===== config.mk =====
export PLATFORM = sky130hd
export DESIGN_NAME = isense_adc_top
export DESIGN_NICKNAME = d
export VERILOG_FILES = /design/src/rtl/isense_adc_pkg.sv /design/src/rtl/isense_cfg_regs.sv /design/src/rtl/isense_key_guard.sv /design/src/rtl/isense_conv_seq.sv /design/src/rtl/isense_adc_top.sv
export SDC_FILE = /design/constraint.sdc
export NUM_CORES = 1
export LEC_CHECK = 0
export BUFFER_PORTS_ARGS = -buffer_cell sky130_fd_sc_hd__buf_4
export CORE_UTILIZATION = 47
export DETAILED_ROUTE_END_ITERATION = 16
export PLACE_DENSITY = 0.76
export SLEW_MARGIN = 10
export SYNTH_ARGS = -nofsm -noshare
export SYNTH_HDL_FRONTEND = slang
export SYNTH_HIERARCHICAL = 1
export SYNTH_SLANG_ARGS = --single-unit

===== constraint.sdc =====
create_clock -name clk -period 2.1 [get_ports clk]
set_input_delay 0.21 -clock clk [delete_from_list [all_inputs] [get_ports clk]]
set_output_delay 0.21 -clock clk [all_outputs]
set_load 0.005 [all_outputs]

===== src/rtl/isense_adc_pkg.sv =====
package isense_adc_pkg;

    localparam int BYTE_W   = 8;
    localparam int CH_W     = 3;
    localparam int N_SLOTS  = 1 << CH_W;
    localparam int SMP_W    = 16;
    localparam int SMP_BUS_W = N_SLOTS * SMP_W;

    typedef logic [BYTE_W-1:0] byte_t;

    // register map
    localparam byte_t A_REV    = 8'h01;
    localparam byte_t A_TYPE   = 8'h04;
    localparam byte_t A_SUB    = 8'h05;
    localparam byte_t A_STAT   = 8'h08;
    localparam byte_t A_MODE   = 8'h40;
    localparam byte_t A_EN     = 8'h46;
    localparam byte_t A_CHSEL  = 8'h48;
    localparam byte_t A_DIG    = 8'h50;
    localparam byte_t A_SETTLE = 8'h51;
    localparam byte_t A_REQ    = 8'h52;
    localparam byte_t A_AVGC   = 8'h5A;
    localparam byte_t A_AVGE   = 8'h5B;
    localparam byte_t A_RES_LO = 8'h60;
    localparam byte_t A_RES_HI = 8'h61;
    localparam byte_t A_KEY    = 8'hD0;
    localparam byte_t A_PROT   = 8'hDA;

    localparam byte_t ID_REV   = 8'h01;
    localparam byte_t ID_TYPE  = 8'h08;
    localparam byte_t ID_SUB   = 8'h03;
    localparam byte_t KEY_CODE = 8'hA5;

    localparam int FLAG_BIT = 7;

    typedef struct packed {
        byte_t           mode;
        logic            enable;
        logic [CH_W-1:0] chsel;
        byte_t           dig;
        byte_t           settle;
        byte_t           avg_ctl;
        logic            avg_en;
    } cfg_t;

    typedef struct packed {
        logic pending;
        logic eoc;
    } conv_st_t;

    function automatic logic hit(input logic we, input byte_t a, input byte_t target);
        return we && (a == target);
    endfunction

    function automatic byte_t flag_byte(input logic f);
        byte_t b;
        b = '0;
        b[FLAG_BIT] = f;
        return b;
    endfunction

endpackage


===== src/rtl/isense_cfg_regs.sv =====
module isense_cfg_regs
    import isense_adc_pkg::*;
(
    input  logic  clk,
    input  logic  rst,
    input  logic  wr_en,
    input  byte_t addr,
    input  byte_t wdata,
    output cfg_t  cfg
);

    always_ff @(posedge clk) begin
        if (rst) begin
            cfg <= '0;
        end else if (wr_en) begin
            case (addr)
                A_MODE:   cfg.mode    <= wdata;
                A_EN:     cfg.enable  <= wdata[FLAG_BIT];
                A_CHSEL:  cfg.chsel   <= wdata[CH_W-1:0];
                A_DIG:    cfg.dig     <= wdata;
                A_SETTLE: cfg.settle  <= wdata;
                A_AVGC:   cfg.avg_ctl <= wdata;
                A_AVGE:   cfg.avg_en  <= wdata[FLAG_BIT];
                default:  ;
            endcase
        end
    end

endmodule


===== src/rtl/isense_key_guard.sv =====
module isense_key_guard
    import isense_adc_pkg::*;
(
    input  logic  clk,
    input  logic  rst,
    input  logic  wr_en,
    input  byte_t addr,
    input  byte_t wdata,
    output logic  armed,
    output byte_t prot_q
);

    logic key_ok;
    logic prot_wr;

    assign key_ok  = hit(wr_en, addr, A_KEY) && (wdata == KEY_CODE);
    assign prot_wr = hit(wr_en, addr, A_PROT) && armed;

    // any write re-evaluates the key: only a correct key write leaves it armed
    always_ff @(posedge clk) begin
        if (rst) begin
            armed <= 1'b0;
        end else if (wr_en) begin
            armed <= key_ok;
        end
    end

    always_ff @(posedge clk) begin
        if (rst) begin
            prot_q <= '0;
        end else if (prot_wr) begin
            prot_q <= wdata;
        end
    end

endmodule


===== src/rtl/isense_conv_seq.sv =====
module isense_conv_seq
    import isense_adc_pkg::*;
#(
    parameter int CONV_CYCLES = 16
) (
    input  logic                 clk,
    input  logic                 rst,
    input  logic                 start,
    input  logic [CH_W-1:0]      chan,
    input  logic [SMP_BUS_W-1:0] samples,
    output conv_st_t             st,
    output logic                 irq,
    output logic [SMP_W-1:0]     result
);

    localparam int CNT_W = (CONV_CYCLES < 2) ? 1 : $clog2(CONV_CYCLES);
    localparam logic [CNT_W-1:0] CNT_LOAD = CNT_W'(CONV_CYCLES - 1);

    logic [SMP_W-1:0] slot [N_SLOTS];
    logic [CNT_W-1:0] cnt;
    logic [CH_W-1:0]  chan_q;
    logic             finish;

    for (genvar g = 0; g < N_SLOTS; g++) begin : g_slot
        assign slot[g] = samples[g*SMP_W +: SMP_W];
    end

    assign finish = st.pending && (cnt == '0) && !start;

    always_ff @(posedge clk) begin
        if (rst) begin
            st     <= '0;
            cnt    <= '0;
            chan_q <= '0;
            irq    <= 1'b0;
            result <= '0;
        end else begin
            irq <= 1'b0;
            if (start) begin
                st.pending <= 1'b1;
                st.eoc     <= 1'b0;
                cnt        <= CNT_LOAD;
                chan_q     <= chan;
            end else if (finish) begin
                st.pending <= 1'b0;
                st.eoc     <= 1'b1;
                irq        <= 1'b1;
                result     <= slot[chan_q];
            end else if (st.pending) begin
                cnt <= cnt - 1'b1;
            end
        end
    end

endmodule


===== src/rtl/isense_adc_top.sv =====
module isense_adc_top
    import isense_adc_pkg::*;
#(
    parameter int CONV_CYCLES = 16
) (
    input  logic                 clk,
    input  logic                 rst,
    input  logic [7:0]           addr,
    input  logic [7:0]           wdata,
    input  logic                 wr_en,
    input  logic                 rd_en,
    input  logic [SMP_BUS_W-1:0] samples,
    output logic [7:0]           rdata,
    output logic                 eoc_irq
);

    cfg_t             cfg;
    conv_st_t         conv_st;
    logic             armed;
    byte_t            prot_q;
    logic [SMP_W-1:0] result;
    logic             start;
    logic             cfg_en;
    byte_t            rd_mux;

    assign cfg_en = cfg.enable;
    assign start  = hit(wr_en, addr, A_REQ) && wdata[FLAG_BIT] && cfg.enable;

    isense_cfg_regs u_cfg (
        .clk   (clk),
        .rst   (rst),
        .wr_en (wr_en),
        .addr  (addr),
        .wdata (wdata),
        .cfg   (cfg)
    );

    isense_key_guard u_key (
        .clk    (clk),
        .rst    (rst),
        .wr_en  (wr_en),
        .addr   (addr),
        .wdata  (wdata),
        .armed  (armed),
        .prot_q (prot_q)
    );

    isense_conv_seq #(
        .CONV_CYCLES (CONV_CYCLES)
    ) u_seq (
        .clk     (clk),
        .rst     (rst),
        .start   (start),
        .chan    (cfg.chsel),
        .samples (samples),
        .st      (conv_st),
        .irq     (eoc_irq),
        .result  (result)
    );

    always_comb begin
        case (addr)
            A_REV:    rd_mux = ID_REV;
            A_TYPE:   rd_mux = ID_TYPE;
            A_SUB:    rd_mux = ID_SUB;
            A_STAT:   rd_mux = {6'b0, conv_st.pending, conv_st.eoc};
            A_MODE:   rd_mux = cfg.mode;
            A_EN:     rd_mux = flag_byte(cfg.enable);
            A_CHSEL:  rd_mux = byte_t'(cfg.chsel);
            A_DIG:    rd_mux = cfg.dig;
            A_SETTLE: rd_mux = cfg.settle;
            A_AVGC:   rd_mux = cfg.avg_ctl;
            A_AVGE:   rd_mux = flag_byte(cfg.avg_en);
            A_RES_LO: rd_mux = result[7:0];
            A_RES_HI: rd_mux = result[15:8];
            A_PROT:   rd_mux = prot_q;
            default:  rd_mux = '0;
        endcase
    end

    always_ff @(posedge clk) begin
        if (rst) begin
            rdata <= '0;
        end else begin
            rdata <= rd_en ? rd_mux : '0;
        end
    end

endmodule


==> summary.txt <==
CTS
  – Clock Pin Slew Worst Setup and Hold Paths: ~0.090 ns
  – H-tree depth: 3
  – Clk Latency, worst-skew pair: approximately 0.35 ns
  – Root buffer cell: clkbuf_8
  – Clock sinks: 80
  – Post-CTS Repair Setup Buffers: 0
  – Post-cts gate resize count: 0
  – CTS tree: yes
  – Inserted Clock Buffers: 9
  – Hold_buf cts: 0
  – CTS Buffer Depth: 2

Global route
  – First-pass GRT wire length: between 20000 and 25000 um
  – Vias in the first global route: between 4000 and 5000
  – Tot GR Track Use: 0.270
  – Grt ovf: 0
  – Largest net degree at the start of global routing: 60
  – Initial antenna violation count: 0

Worst hold path
  – Hold Path Depth: 3
  – HP Class: primary input to flop
  – Worst hold path startpoint: wdata[2]
  – Hold EP: u_key/prot_q[2]

Worst setup path
  – Worst Path Required: between 2 and 2.5 ns
  – WP buf/inv: 2
  – CP Max Fanout: 17
  – Reg-to-Reg Start: u_seq/cnt[0]
  – R2R depth: 6
  – R2R Setup Slk: about 0.29 ns
  – Critical path's largest stage delay: 0.40 ns
  – Family with the most delay on the worst path: simple AND/OR/NAND/NOR gates
  – Kind of critical path: flop to flop
  – R2R Path End: u_seq/result[11]
  – CP Launch Type: flop
  – CP Cell Sequence: inv_1 -> ha_1 -> nand4bb_1 -> or3_1 -> buf_12 -> o32ai_1
  – CP max stage cell: or3_1
  – Setup crit end kind: flop
  – CP arrival: slightly above 2 ns

Synth
  – Synth top area share: 0.317
  – Top-count cell post-synth: dfxtp_1
  – Netlist cell types: just under 70
  – Mapped cell area: slightly above 5000 um^2
  – EDFF count, synth: 0
  – Yosys reg bits: 80
  – Ys flop type: dfxtp_1
  – Ranking of synthesized cells by area: dfxtp_1 (32%), mux2i_1 (10%), nand2b_1 (7.7%)
  – Sequential area share after synthesis: 0.317
  – Syn_nets: between 600 and 700
  – Top cells by count, synth: dfxtp_1 (80), nand2b_1 (62), mux2i_1 (51), mux2_2 (30), nor2_1 (27)
  – Yosys warning count: 6
  – Yosys top cell by area: dfxtp_1
  – Syn Inst Count: between 500 and 600
  – Asr flop ratio synth: 0
  – Average cell area after synthesis: approximately 10 um^2

Routing
  – Post-Route WL: approximately 15000 um
  – Vias: between 4000 and 5000
  – Antenna viol nets, final: 0
  – Wire per inst: between 15 and 20 um
  – DRC: 0
  – Vias per inst: 5.77
  – Starting DRT DRC Count: approximately 190
  – Drt pass-1 iters: 4

Floorplan
  – Die X: about 110 um
  – Core footprint: approximately 10000 um^2
  – Die Y: between 100 and 150 um
  – Initial core utilization: 0.487
  – Die Area: between 10000 and 15000 um^2
  – Io pins: roughly 160
  – Site Rows: 37

STA
  – Period utilization: 0.864
  – Fin Setup TNS: 0 ns
  – Unrepaired setup endpoints after global routing: no
  – Final Setup Violations: 0
  – Hold Slack: 0.138 ns
  – Minimum clock period: between 1.5 and 2 ns
  – Worst Skew: around 0.0094 ns
  – Worst-margin pin slew: 0.573 ns
  – Slew HR: 0.618
  – Final Max Slew Viols: 0
  – Max Fclk: approximately 0.55 GHz
  – Final Hold Fails: 0

Final layout
  – Nets: 810
  – Area Growth Syn to Fin: 30.8%
  – Layout cells sized above 1: 0.398
  – Final Instance Count excl. Fillers: 801
  – N_diodes: 0

Job
  – Number of max-cap violations: 0

Pwr
  – PwrDens: 488 nW/um^2
  – LEAKAGE: ~2.7 nW
  – Maximum VDD drop: about 0.37 mV

Placed design
  – # placed instances: slightly below 800
  – # port buffers: ~160
  – GPL Wtd Cong: about 0.86
  – Post-DP HPWL: 11600 um

Run status
  – Status: finished clean
worst min-delay path, cell delays in order:
cell and delay [ns]:
buf_4 0.12, nand2b_1 0.06, mux2i_1 0.06
worst max path at each step:
stage	startpoint	end	slack, ns	cells past startpoint
3_3_place_gp	addr[0]	rdata[0]	0.25	6
2_1_floorplan	addr[2]	u_seq/result[0]	0.02	9
3_5_place_dp	addr[4]	rdata[7]	0.24	6
6_report	u_seq/cnt[0]	u_seq/result[11]	0.29	6
5_1_grt	u_seq/cnt[0]	u_seq/result[10]	0.16	6
4_1_cts	u_seq/cnt[0]	u_seq/result[14]	0.30	6
cells in the final DEF (no fill, tap or decap), types with 5 or more instances in the layout:
cell and instances:
mux2_2 30, mux4_2 17, dfxtp_1 79, nor3b_1 5, inv_1 25, nand2b_1 62, o32ai_1 7, clkbuf_8 9
nand3_1 6, nand2_1 16, buf_4 176, a21oi_1 9, o32ai_2 8, nor2_1 27, nand4b_1 5, mux2i_1 51
o22ai_1 18, a31oi_1 5, o21ai_0 6, a22oi_1 15
logic make-up (layout without fill, tap and decap cells):
group / after synthesis / after routing / share of synthesized area
compound gates: 93 / 93 / 0.149
fa+ha+maj: 2 / 2 / 0.00495
buf+inv: 62 / 220 / 0.0580
flops: 80 / 80 / 0.317
mux: 98 / 98 / 0.244
simple gates: 172 / 172 / 0.227
stage by stage:
stage | power [W] | setup WS, ns | util | cell area [um^2]
2_1_floorplan | 0.00173 | 0.0228 | - | 5050
3_3_place_gp | 0.00201 | 0.249 | 0.616 | 6390
3_5_place_dp | 0.00201 | 0.240 | 0.616 | 6390
4_1_cts | 0.00324 | 0.300 | 0.637 | 6610
5_1_grt | 0.00333 | 0.158 | 0.637 | 6610
6_report | 0.00323 | 0.285 | 0.637 | 6610
routing by layer:
layer	wire length, um	global-route usage
met5	0	0
met4	547	0.123
met3	853	0.0495
met2	7570	0.486
met1	5860	0.307
state kept, by name, summed over array words and instances (netlist names):
name,flops
rdata,8
u_seq/irq,1
u_seq/chan_q,3
u_cfg/cfg,37
u_key/armed,1
u_seq/st,2
u_seq/cnt,4
u_seq/result,16
u_key/prot_q,8
where the power goes:
part / total, W / internal [W] / switching (W) / leakage, nW
Combinational: 0.000464 / 0.000284 / 0.000180 / 1.93
Sequential: 0.00152 / 0.00152 / 0.000000510 / 0.645
Clock: 0.00125 / 0.000671 / 0.000575 / 0.110
area by class of cell:
| class | count | area [um^2] |
|---|---|---|
| clock buffer | 9 | 124 |
| clock inverter | 7 | 95.1 |
| timing repair buffer | 178 | 1360 |
| multi-input combinational | 365 | 3160 |
| tap | 136 | 170 |
| sequential | 80 | 1600 |
| fill | 870 | 3760 |
| inverter | 26 | 97.6 |
(Power assumes the default switching activity.)
